`src/rtl/hrs_pkg.sv`:
```
package hrs_pkg;
  typedef struct packed {
    logic full;
    logic open;
  } hrs_ctrl_t;

  localparam hrs_ctrl_t HRS_IDLE = '{full: 1'b0, open: 1'b1};
endpackage

```
`src/rtl/hrs_ctrl.sv`:
```
module hrs_ctrl
  import hrs_pkg::*;
(
  input  logic clk,
  input  logic rst_n,
  input  logic clr,
  input  logic take,
  input  logic give,
  output logic full,
  output logic open
);
  hrs_ctrl_t cur_q, nxt;

  always_comb begin
    nxt = cur_q;
    if (clr) begin
      nxt = HRS_IDLE;
    end else if (take) begin
      nxt.full = 1'b1;
      nxt.open = 1'b0;
    end else if (give) begin
      nxt.full = 1'b0;
      nxt.open = 1'b1;
    end
  end

  always_ff @(posedge clk or negedge rst_n) begin
    if (!rst_n) cur_q <= HRS_IDLE;
    else        cur_q <= nxt;
  end

  assign full = cur_q.full;
  assign open = cur_q.open;
endmodule

```
`src/rtl/hrs_hold.sv`:
```
module hrs_hold #(
  parameter int DATA_W = 8
) (
  input  logic              clk,
  input  logic              rst_n,
  input  logic              load,
  input  logic [DATA_W-1:0] d,
  output logic [DATA_W-1:0] q
);
  logic [DATA_W-1:0] q_r;

  always_ff @(posedge clk or negedge rst_n) begin
    if (!rst_n)    q_r <= '0;
    else if (load) q_r <= d;
  end

  assign q = q_r;
endmodule

```
`src/rtl/half_rate_slice.sv`:
```
module half_rate_slice #(
  parameter int DATA_W    = 8,
  parameter bit HAS_FLUSH = 1'b1
) (
  input  logic              clk,
  input  logic              rst_n,
  input  logic              flush,
  input  logic              in_valid,
  output logic              in_ready,
  input  logic [DATA_W-1:0] in_data,
  output logic              out_valid,
  input  logic              out_ready,
  output logic [DATA_W-1:0] out_data
);
  logic clr_eff;
  logic take, give;

  generate
    if (HAS_FLUSH) begin : g_flush
      assign clr_eff = flush;
    end else begin : g_noflush
      assign clr_eff = 1'b0;
    end
  endgenerate

  assign take = in_valid && in_ready;
  assign give = out_valid && out_ready;

  hrs_ctrl u_ctrl (
    .clk  (clk),
    .rst_n(rst_n),
    .clr  (clr_eff),
    .take (take),
    .give (give),
    .full (out_valid),
    .open (in_ready)
  );

  hrs_hold #(.DATA_W(DATA_W)) u_hold (
    .clk  (clk),
    .rst_n(rst_n),
    .load (take && !clr_eff),
    .d    (in_data),
    .q    (out_data)
  );
endmodule

```
`config.mk`:
```
export PLATFORM = sky130hd
export DESIGN_NAME = half_rate_slice
export DESIGN_NICKNAME = d
export VERILOG_FILES = /design/src/rtl/hrs_pkg.sv /design/src/rtl/hrs_ctrl.sv /design/src/rtl/hrs_hold.sv /design/src/rtl/half_rate_slice.sv
export SDC_FILE = /design/constraint.sdc
export NUM_CORES = 1
export LEC_CHECK = 0
export ABC_CLOCK_PERIOD_IN_PS = 1300
export BUFFER_PORTS_ARGS = -buffer_cell sky130_fd_sc_hd__buf_4
export CELL_PAD_IN_SITES_DETAIL_PLACEMENT = 1
export CELL_PAD_IN_SITES_GLOBAL_PLACEMENT = 1
export CORE_AREA = 10 10 47 49
export CTS_BUF_LIST = sky130_fd_sc_hd__clkbuf_8
export CTS_CLUSTER_SIZE = 14
export DETAILED_ROUTE_END_ITERATION = 10
export DIE_AREA = 0 0 57 59
export PLACE_DENSITY = 0.76
export SLEW_MARGIN = 20
export SYNTH_ARGS = -nofsm -noshare
export SYNTH_HDL_FRONTEND = slang
export SYNTH_SLANG_ARGS = --single-unit
```
`constraint.sdc`:
```
create_clock -name clk -period 1.3 [get_ports clk]
set_input_delay 0.39 -clock clk [delete_from_list [all_inputs] [get_ports clk]]
set_output_delay 0.39 -clock clk [all_outputs]
set_load 0.01 [all_outputs]
```
## Word-level counts from Yosys, hierarchy flattened

Index checks and enable logic that the tools add are counted.

- Register bits: 10
- Latch bits: 0
- RAM bits: 0
- Memory bits (read-only): 0
- Bits of input ports: 13
- Output and inout port bits: 10
- Logic and storage cells: 11
- Memories kept: 0

- Add/subtract/negate cells: 0
- Multipliers: 0
- Divide/modulo/power cells: 0
- Magnitude comparators: 0
- Eq/ne operators: 0
- Shifts and indexed selects: 0
- Muxes and demuxes: 3
- Bitwise gates (word level): 0
- Reductions and logical operators: 5

Operators with widths:

| cell | number |
|---|---|
| two-way mux 2 bit | 3 |
| logical AND 1 bit | 3 |
| nonzero test 3 bit | 1 |
| logical NOT 1 bit | 1 |

## Longest topological paths before layout

- Depth in word-level cells: 4
- Gate-level depth with buffers: 2
- Mapped depth without buffers: 2

## Hierarchy

From an unflattened synthesis, not the netlist that was laid out.

- Cell total of the unflattened synthesis: 27
- Area, all modules: 434.2 µm²

Modules (own cells, without submodules):

| module | times used | cells an instance | area each (µm²) | sequential area each (µm²) |
|---|---|---|---|---|
| hrs_hold | 1 | 17 | 331.6 | 200.2 |
| hrs_ctrl | 1 | 7 | 81.3 | 51.3 |
| half_rate_slice | 1 | 3 | 21.3 | 0.0 |

## Worst setup path after synthesis

Ideal clock, no wire load.

- Path kind: reg-to-reg
- Start: register u_ctrl.cur_q, in the netlist u_ctrl.open
- End: register u_hold.q_r[0] (netlist: u_hold.q[0])
- Arrival time: 979 ps
- Required time: 1,175 ps
- Setup slack: 196 ps
- Stages on the path, launching flop included: 3
- Path buffers: 0
- Path through: dfstp_2 -> nand3b_4 -> mux2_2

- Longest elaborated chain between the ends: 2

Ends and longest elaborated chain:

| element | line | source |
|---|---|---|
| start, declared | hrs_ctrl.sv:12 | `hrs_ctrl_t cur_q, nxt;` |
| start signal, assigned | hrs_ctrl.sv:29 | `else cur_q <= nxt;` |
| logical AND 1 bit | half_rate_slice.sv:26 | `assign take = in_valid && in_ready;` |
| logical AND 1 bit | half_rate_slice.sv:42 | `.load (take && !clr_eff),` |
| end signal, assigned | hrs_hold.sv:13 | `if (!rst_n) q_r <= '0;` |
| end signal, assigned | hrs_hold.sv:14 | `else if (load) q_r <= d;` |
| end, declared | hrs_hold.sv:10 | `logic [DATA_W-1:0] q_r;` |

Every way passes these cells.
A chain may end at the register's enable or synchronous reset.

## Final worst setup path

- Start: register u_ctrl.cur_q, in the netlist u_ctrl.open
- End: output port in_ready

RTL lines:

| element | line | source |
|---|---|---|
| end, declared | half_rate_slice.sv:9 | `output logic in_ready,` |

No word-level cell between the ends.

==> results.md <==
* Avg Inst Size Synth at 16.4 um^2
* Final setup fails at 0
* Startpoint Class: flip-flop
* Hold Slack at 0.335 ns
* Post-route insts no fill at 68
* Cts repair resizes at 0
* Post-Place Worst Slack at 0.141 ns
* Die height at 59 um
* Crit path buf inv count at 1
* Pwr dens at 1540 mW/mm^2
* # rows at 14
* GPL Wtd Cong at 0.640
* Num ports at 23
* Final WL at 1.08 mm
* Vias in the first global route at 386
* Clock root cell: clkbuf_8
* Multi-input logic area at 141 um^2
* Largest delay contributor family on the critical path: flip-flops
* Max_cap viols at 0
* Clk buf depth at 2
* Most common cell after layout, fill and taps aside: buf_4
* Min cycle time layout at 1.26 ns
* CTS Sinks at 10
* Setup CP Type: flip-flop to output pin
* CTS tree: done
* Synth area leaders: dfrtp_1 57%, mux2_2 23%, dfstp_2 6.7%
* Relative slew slack at 0.910
* Status: complete, no violations
* Total track usage at 0.0709
* DR vias at 312
* WL per Instance at 15.9 um
* H-tree depth at 1
* Cts bufs inserted at 3
* Dpl cells at 62
* Sequential Area at 251 um^2
* Worst Hold Class: input port to flip-flop
* CP max-delay cell: dfstp_2
* Clock Latency Late Sink at 0.23 ns
* Fin worst setup slack at 0.0377 ns
* Initial DRC Count at 0
* Final Hold Viols at 0
* Max FO, Critical Path at 2
* Cell area after synthesis at 393 um^2
* GRT overflow at 0
* Largest net degree at the start of global routing at 11
* Share of cells above drive strength 1 at 0.731
* Drt first pass iters at 1
* Leakage at 0.323 nW
* Initial Utilization at 0.280
* Yosys top cell by area: dfrtp_1
* Peak supply drop at 0.000602 V
* Mapped Cells at 24
* Die ar. at 0.00336 mm^2
* Number of synthesis warnings at 0
* FILL cells at 155
* Synth unique cells at 9
* Slew @ Worst Pin at 0.135 ns
* RSZ-0062 raised after global routing: false
* Synth-to-layout area growth at 65.6%
* Initial antenna violation count at 0
* Seq/Total Area, Yosys at 0.640
* Clock slew at reported path FFs at 0.04 ns
* Final antenna-violating net count at 0
* Slew Viols, Final at 0
* Setup TNS at 0 ns
* Period utilization at 0.971
* Worst EP arrival at 0.87 ns
* Port Buf Inserts at 22
* CP max stage delay at 0.53 ns
* Die width at 57 um
* #FFs+latches synth at 10
* Synth Net Count at 37
* Critical Path RT at 0.91 ns
* Most frequent cells in the layout: 23 x buf_4, 9 x dfrtp_1, 8 x mux2_2, 4 x clkbuf_8
* Number of diodes at 0
* Final nets at 66
* Clock skew at 0.00256 ns
* CP cell instances: buf_4
* First-pass GRT wire length at 1.90 mm
* DR vias/cell at 4.59
* Achievable Freq at 0.792 GHz
* Drt drc at 0
* Yosys top cell area share at 0.573
* CP Capture Type: output pin
* Area of the core at 0.00140 mm^2
[power breakdown]
group | switching [mW] | internal, mW
sequential | 0.0288 | 0.369
combinational | 0.0904 | 0.141
clock | 0.108 | 0.265
[path summary, 6_finish.rpt]
check                            start     endpoint  slack, ns  depth (start not counted)
min in group asynchronous        rst_n  u_hold.q[1]       0.53                          2
max in group asynchronous        rst_n  u_ctrl.open       0.55                          2
max                        u_ctrl.open     in_ready       0.04                          1
max reg2reg                u_ctrl.open  u_hold.q[4]       0.09                          3
min reg2reg                u_hold.q[7]  u_hold.q[7]       0.51                          1
min                              flush  u_ctrl.full       0.33                          2
[flip-flops by register name, indices dropped and copies added (netlist names)]
name,flops
u_ctrl.full,1
u_ctrl.open,1
u_hold.q,8
[layer usage]
layer  global-route usage  share of wire  vias up
met5                    0              0        -
met4               0.0302              0        0
met3               0.0558           0.16        0
met2               0.0992           0.38       23
met1               0.0775           0.46      149
li1                     -              -      140
[cells by family after synthesis]
| kind of cell | Yosys count | synth area share |
|---|---|---|
| AO/OA/AOI/OAI | 3 | 0.0541 |
| flip-flops | 10 | 0.640 |
| multiplexers | 8 | 0.229 |
| AND/OR/NAND/NOR | 3 | 0.0764 |
[what timing repair did]
item                       CTS  global route
setup endpoints to repair    1             0
buffers inserted             1             0
hold buffers                 1             0
hold endpoints to repair     9             0
[Yosys cell counts]
cell type and n:
mux2_2 8, nand2_1 1, dfstp_2 1, a21o_2 1
nand3b_4 1, a21o_1 1, dfrtp_1 9, nand2b_1 1
a21oi_1 1
[area by class of cell]
cell class	count	area share
Clock buffer	4	0.0846
Multi-Input combinational cell	14	0.217
Sequential cell	10	0.387
Tap cell	16	0.0308
Timing Repair Buffer	24	0.281
[stage by stage]
step	power, mW	area [um^2]	utilization
6_report	1.00	651	0.464
5_1_grt	1.07	651	0.464
4_1_cts	1.02	651	0.464
3_5_place_dp	0.635	578	0.413
3_3_place_gp	0.628	578	0.413
2_1_floorplan	0.490	393	-
Note: power is estimated with default switching activity, not from simulation.
